`src/rtl/slope_timing_pkg.sv`:
```
package slope_timing_pkg;
  localparam int ROW_W   = 12;
  localparam int NUM_EVT = 3;  // 0: dual slope, 1: triple slope, 2: frame transfer
  localparam int EVT_DS  = 0;
  localparam int EVT_TS  = 1;
  localparam int EVT_FT  = 2;
  localparam int MIN_LEN = 2;

  typedef logic [ROW_W-1:0] row_t;

  typedef struct packed {
    row_t                   rst_len;
    logic                   ndr;
    logic [NUM_EVT-1:0]     evt_en;
    row_t [NUM_EVT-1:0]     evt_pos;
  } cfg_t;
endpackage

```
`src/rtl/stg_row_counter.sv`:
```
module stg_row_counter
  import slope_timing_pkg::*;
(
  input  logic clk_i,
  input  logic rst_ni,
  input  logic frame_start_i,
  input  logic line_tick_i,
  output row_t row_o,
  output logic active_o
);
  localparam row_t ROW_MAX = {ROW_W{1'b1}};

  row_t cnt_q;
  logic active_q;

  always_ff @(posedge clk_i or negedge rst_ni) begin
    if (!rst_ni) begin
      cnt_q    <= '0;
      active_q <= 1'b0;
    end else if (frame_start_i) begin
      cnt_q    <= '0;
      active_q <= 1'b1;
    end else if (line_tick_i && cnt_q != ROW_MAX) begin
      cnt_q <= cnt_q + 1'b1;
    end
  end

  assign row_o    = cnt_q;
  assign active_o = active_q;

  assert_row_step_R2: assert property (@(posedge clk_i) disable iff (!rst_ni)
    line_tick_i && !frame_start_i && cnt_q != ROW_MAX |=> cnt_q == $past(cnt_q) + 1'b1);
  assert_row_clear_R2: assert property (@(posedge clk_i) disable iff (!rst_ni)
    frame_start_i |=> cnt_q == '0 && active_q);
  assert_row_sat_R10: assert property (@(posedge clk_i) disable iff (!rst_ni)
    cnt_q == ROW_MAX && !frame_start_i |=> cnt_q == ROW_MAX);
endmodule

```
`src/rtl/stg_cfg_shadow.sv`:
```
module stg_cfg_shadow
  import slope_timing_pkg::*;
(
  input  logic clk_i,
  input  logic rst_ni,
  input  logic frame_start_i,
  input  cfg_t cfg_i,
  output cfg_t cfg_o
);
  cfg_t cfg_q;

  always_ff @(posedge clk_i or negedge rst_ni) begin
    if (!rst_ni) begin
      cfg_q         <= '0;
      cfg_q.rst_len <= row_t'(MIN_LEN);
    end else if (frame_start_i) begin
      cfg_q <= cfg_i;
      // lengths below the legal minimum act as the minimum
      if (cfg_i.rst_len < row_t'(MIN_LEN)) cfg_q.rst_len <= row_t'(MIN_LEN);
    end
  end

  assign cfg_o = cfg_q;

  assert_cfg_hold_R9: assert property (@(posedge clk_i) disable iff (!rst_ni)
    !frame_start_i |=> $stable(cfg_q));
  assert_cfg_len_min_R3: assert property (@(posedge clk_i) disable iff (!rst_ni)
    cfg_q.rst_len >= row_t'(MIN_LEN));
endmodule

```
`src/rtl/stg_event_dec.sv`:
```
module stg_event_dec
  import slope_timing_pkg::*;
(
  input  row_t row_i,
  input  logic active_i,
  input  logic en_i,
  input  row_t pos_i,
  output logic hit_o
);
  // position p fires in row p-1; p == 0 never fires
  assign hit_o = active_i && en_i && (pos_i != '0) && (row_i == pos_i - 1'b1);
endmodule

```
`src/rtl/slope_timing_gen.sv`:
```
module slope_timing_gen
  import slope_timing_pkg::*;
(
  input  logic             clk_i,
  input  logic             rst_ni,
  input  logic             frame_start_i,
  input  logic             line_tick_i,
  input  logic [ROW_W-1:0] rst_len_i,
  input  logic             ds_en_i,
  input  logic [ROW_W-1:0] ds_pos_i,
  input  logic             ts_en_i,
  input  logic [ROW_W-1:0] ts_pos_i,
  input  logic [ROW_W-1:0] xfer_pos_i,
  input  logic             ndr_en_i,
  output logic             pix_reset_o,
  output logic             ds_reset_o,
  output logic             ts_reset_o,
  output logic             xfer_o
);
  cfg_t cfg_in, cfg_q;
  row_t row;
  logic active;
  logic [NUM_EVT-1:0] hit;

  always_comb begin
    cfg_in                 = '0;
    cfg_in.rst_len         = rst_len_i;
    cfg_in.ndr             = ndr_en_i;
    cfg_in.evt_en[EVT_DS]  = ds_en_i;
    cfg_in.evt_en[EVT_TS]  = ts_en_i;
    cfg_in.evt_en[EVT_FT]  = 1'b1;
    cfg_in.evt_pos[EVT_DS] = ds_pos_i;
    cfg_in.evt_pos[EVT_TS] = ts_pos_i;
    cfg_in.evt_pos[EVT_FT] = xfer_pos_i;
  end

  stg_cfg_shadow u_shadow (
    .clk_i         (clk_i),
    .rst_ni        (rst_ni),
    .frame_start_i (frame_start_i),
    .cfg_i         (cfg_in),
    .cfg_o         (cfg_q)
  );

  stg_row_counter u_rows (
    .clk_i         (clk_i),
    .rst_ni        (rst_ni),
    .frame_start_i (frame_start_i),
    .line_tick_i   (line_tick_i),
    .row_o         (row),
    .active_o      (active)
  );

  for (genvar e = 0; e < NUM_EVT; e++) begin : g_evt
    stg_event_dec u_dec (
      .row_i    (row),
      .active_i (active),
      .en_i     (cfg_q.evt_en[e]),
      .pos_i    (cfg_q.evt_pos[e]),
      .hit_o    (hit[e])
    );
  end

  assign pix_reset_o = active && !cfg_q.ndr && (row < cfg_q.rst_len - 1'b1);
  assign ds_reset_o  = hit[EVT_DS];
  assign ts_reset_o  = hit[EVT_TS];
  assign xfer_o      = hit[EVT_FT];

  assert_idle_quiet_R1: assert property (@(posedge clk_i) disable iff (!rst_ni)
    !active |-> !(pix_reset_o || ds_reset_o || ts_reset_o || xfer_o));
  assert_evt_on_boundary_R4: assert property (@(posedge clk_i) disable iff (!rst_ni)
    $rose(ds_reset_o) || $rose(ts_reset_o) || $rose(xfer_o)
      |-> $past(line_tick_i) || $past(frame_start_i));
  assert_xfer_one_row_R6: assert property (@(posedge clk_i) disable iff (!rst_ni)
    xfer_o && line_tick_i && !frame_start_i |=> !xfer_o);
  assert_out_stable_R2: assert property (@(posedge clk_i) disable iff (!rst_ni)
    !line_tick_i && !frame_start_i
      |=> $stable({pix_reset_o, ds_reset_o, ts_reset_o, xfer_o}));
endmodule

```
`config.mk`:
```
export PLATFORM = sky130hd
export DESIGN_NAME = slope_timing_gen
export DESIGN_NICKNAME = d
export VERILOG_FILES = /design/src/rtl/slope_timing_pkg.sv /design/src/rtl/stg_row_counter.sv /design/src/rtl/stg_cfg_shadow.sv /design/src/rtl/stg_event_dec.sv /design/src/rtl/slope_timing_gen.sv
export SDC_FILE = /design/constraint.sdc
export NUM_CORES = 1
export LEC_CHECK = 0
export CORE_ASPECT_RATIO = 1.4
export CORE_MARGIN = 2
export CORE_UTILIZATION = 55
export CTS_CLUSTER_SIZE = 25
export DETAILED_ROUTE_END_ITERATION = 8
export GPL_TIMING_DRIVEN = 0
export PLACE_DENSITY = 0.8
export SLEW_MARGIN = 20
export SYNTH_ARGS = -nofsm -noshare
export SYNTH_HDL_FRONTEND = slang
export SYNTH_SLANG_ARGS = --single-unit
export TNS_END_PERCENT = 5
```
`constraint.sdc`:
```
create_clock -name clk_i -period 3.6 [get_ports clk_i]
set_input_delay 0.72 -clock clk_i [delete_from_list [all_inputs] [get_ports clk_i]]
set_output_delay 0.72 -clock clk_i [all_outputs]
set_load 0.01 [all_outputs]
```
==> impl_metrics.csv <==
group,metric,value,unit
run_status,status,"complete, no violations",
sta,period_needed,3.50,ns
logic_synthesis,synth-edff-count,0,
cts,post_cts_buffers,0,
cts,cts_tree,"yes",
placement,placed_area,4860,sq um
worst_setup_path,crit_chain,"clkbuf_2, xor2_1, xnor2_1, o21ai_1, nor4_2, nand4_1, nor3_1, clkdlybuf4s50_1",
power_and_ir_drop,vdd_drop_max,0.270,mV
floorplan,core_area,7310,sq um
floorplan,die_h,107,um
worst_setup_path,cp-end-kind,"primary output",
final_layout,postLayoutCellArea,5110,sq um
placement,place_worst_setup_slack,0.0209,ns
routing,drt-pass1-iter-count,5,
worst_setup_path,criticalPathCategory,"flip-flop to primary output",
power_and_ir_drop,powerDensity,349,nW/um^2
cts,clk_latency,0.35,ns
routing,first_iter_violations,260,
worst_hold_path,hp-class,"primary input to async pin",
placement,portBuffers,57,
grt,grt_pass1_wl,16.6,mm
worst_setup_path,ff2ff_path_depth,6,
placement,finalWeightedCongestion,0.829,
flow_run,maxCapViolCount,0,
routing,num_vias,3546,
worst_setup_path,r2r-start,"u_rows.row_o[5]",
logic_synthesis,synth_top_area_cell,"dfrtp_1",
logic_synthesis,synth_warnings,0,
placement,dp_hpwl,7.35,mm
grt,grt_overflow,0,
cts,clockBufferDepth,2,
sta,fin_crit_sh,97.2,%
worst_setup_path,slowest_delay,0.59,ns
final_layout,antenna_cells,0,
sta,rsz0062_at_grt,"yes",
floorplan,rows,37,
power_and_ir_drop,power,1780,uW
worst_setup_path,worstSetupEndpoint,"ts_reset_o",
logic_synthesis,async_flop_share,100,%
grt,grt_pass1_vias,3646,
sta,drv_slew,0,
cts,cts_sinks,64,
worst_setup_path,crit_fanout,8,
sta,holdWs,0.284,ns
sta,worst_pin_slew,0.721,ns
floorplan,ioPinCount,59,
logic_synthesis,synth_seq_cells,64,
worst_setup_path,arrival,2.78,ns
final_layout,layout_commonest_cell,"dfrtp_1",
cts,clkTransAtPathRegs,0.07,ns
logic_synthesis,syn-num-nets,499,
worst_setup_path,r2r-end,"u_rows.row_o[1]",
worst_setup_path,crit_start,"u_rows.row_o[3]",
sta,worst_slack,0.101,ns
logic_synthesis,synth_top_area_share,38.0,%
grt,antenna_found_initial,0,
power_and_ir_drop,p_leak,0.00203,uW
sta,relSlewSlack,52.0,%
final_layout,nets,568,
floorplan,die_width,77.4,um
final_layout,final_cell_mix,"dfrtp_1 (62), clkdlybuf4s50_1 (53), mux2_2 (42)",
floorplan,dieArea,8270,sq um
sta,skew,0.00642,ns
worst_setup_path,startpoint_type,"flip-flop",
sta,fmax,286,MHz
routing,wl_per_cell,16.9,um
logic_synthesis,synthTopCellsByArea,"dfrtp_1 (38%), mux2_2 (11%), xnor2_1 (7.8%)",
logic_synthesis,synthCells,428,
final_layout,drive_gt1_share,16.3,%
grt,grtUsageTotal,25.8,%
cts,h-tree-depth,3,
routing,drc_errors,0,
logic_synthesis,avgSynthCellArea,9.70,sq um
routing,drt-vias-per-instance,5.92,
grt,grt_max_degree,37,
final_layout,fillCellCount,585,
worst_setup_path,worst_path_max_delay_cell,"clkdlybuf4s50_1",
logic_synthesis,netlist_area,4150,sq um
floorplan,start_util,56.7,%
worst_setup_path,reg2reg_slack,1.36,ns
worst_setup_path,required,2.88,ns
cts,cts_made_buffers,9,
logic_synthesis,ys_types,53,
routing,ant_nets,0,
routing,drt-total-wl,10.1,mm
sta,setup_viol,0,
final_layout,syn2layout_area_growth,23.1,%
logic_synthesis,synth_ff_type,"dfrtp_1",
cts,cts-root-buf,"clkbuf_8",
logic_synthesis,yosysSeqAreaShare,38.6,%
sta,hold_viol,0,
-- sequential cells by signal, indices dropped and copies added (netlist names) --
register        count
u_shadow.cfg_o     52
u_rows.row_o       12
-- area by class of cell --
| cell class | count | area (sq um) | share of cell area (%) |
|---|---|---|---|
| clock buffers | 15 | 156 | 3.06 |
| multi-input cells | 329 | 2500 | 48.9 |
| repair buffers | 58 | 587 | 11.5 |
| well taps | 97 | 121 | 2.38 |
| inverters | 13 | 48.8 | 0.955 |
| flip-flops and latches | 64 | 1600 | 31.4 |
| clock inverters | 1 | 5.00 | 0.0980 |
| plain buffers | 22 | 86.3 | 1.69 |
-- worst max-delay path: cells and delay by family, from the launching register on --
kind / cells / cell delay [ns]
buffers and inverters: 2 / 0.81
XOR/XNOR: 2 / 0.42
AO/OA/AOI/OAI: 1 / 0.12
flip-flops: 1 / 0.40
AND/OR/NAND/NOR: 3 / 0.68
-- report_power, final --
| part | switching [uW] | internal, uW |
|---|---|---|
| Clock | 271 | 269 |
| Combinational | 178 | 204 |
| Sequential | 80.5 | 779 |
-- synthesized netlist by cell type (2+ instances only) --
cell type  instances
nor2b_1            6
ha_1              16
buf_2              2
or3_1              4
xnor2_1           37
nor4_1            16
nand2_1           28
or2_1              2
xor2_1            23
mux2_2            42
inv_1             12
o21ai_1            7
a21o_1             2
or3_4              2
nor3_1            18
nand3_1           13
a31oi_1            5
and4_1             2
clkbuf_1          20
a21oi_1           15
nand4_1            8
nand3b_1           3
nor2_1            30
nand2b_1           4
mux2i_1            8
o21ai_0           14
dfrtp_1           63
-- repair_timing --
item,4_1_cts,5_1_grt
setup endpoints to repair,4,4
pin swaps,1,1
gates resized for setup,12,10
cloned,0,0
hold buffers,0,0
-- worst min path at each step --
| stage | start | endpoint | slack [ns] |
|---|---|---|---|
| after global routing | rst_ni | u_shadow.cfg_o[15] | 0.31 |
| final | rst_ni | u_shadow.cfg_o[15] | 0.28 |
| after global placement | u_shadow.cfg_o[36] | u_shadow.cfg_o[36] | 0.49 |
| after CTS | rst_ni | u_shadow.cfg_o[15] | 0.28 |
| after floorplan | rst_ni | u_rows.row_o[0] | 0.42 |
| after detailed placement | u_shadow.cfg_o[36] | u_shadow.cfg_o[36] | 0.50 |
-- metal layers --
| metal | global-route usage, % | wire, um | up-vias |
|---|---|---|---|
| met5 | 0 | 0 | - |
| met4 | 14.9 | 427 | 0 |
| met3 | 4.80 | 539 | 44 |
| met2 | 46.0 | 5260 | 125 |
| met1 | 28.5 | 3930 | 1715 |
| li1 | - | - | 1662 |
-- cell families after synthesis --
kind of cell | share of synthesized area (%)
AOI/OAI and AO/OA | 7.78
xor gates and xnor gates | 13.1
adders and majority gates | 4.82
buffers and inverters | 3.23
DFF | 38.6
muxes | 13.3
and+or+nand+nor | 19.2
-- through the flow --
step | TNS [ns] | std cells | utilization, %
after global placement | -11.18 | 582 | 66.2
after detailed placement | 0 | 583 | 66.4
after CTS | -0.155 | 599 | 69.2
after floorplan | 0 | 428 | -
final | 0 | 599 | 69.8
after global routing | -0.0205 | 599 | 69.8
Note: power is estimated with default switching activity, not from simulation.
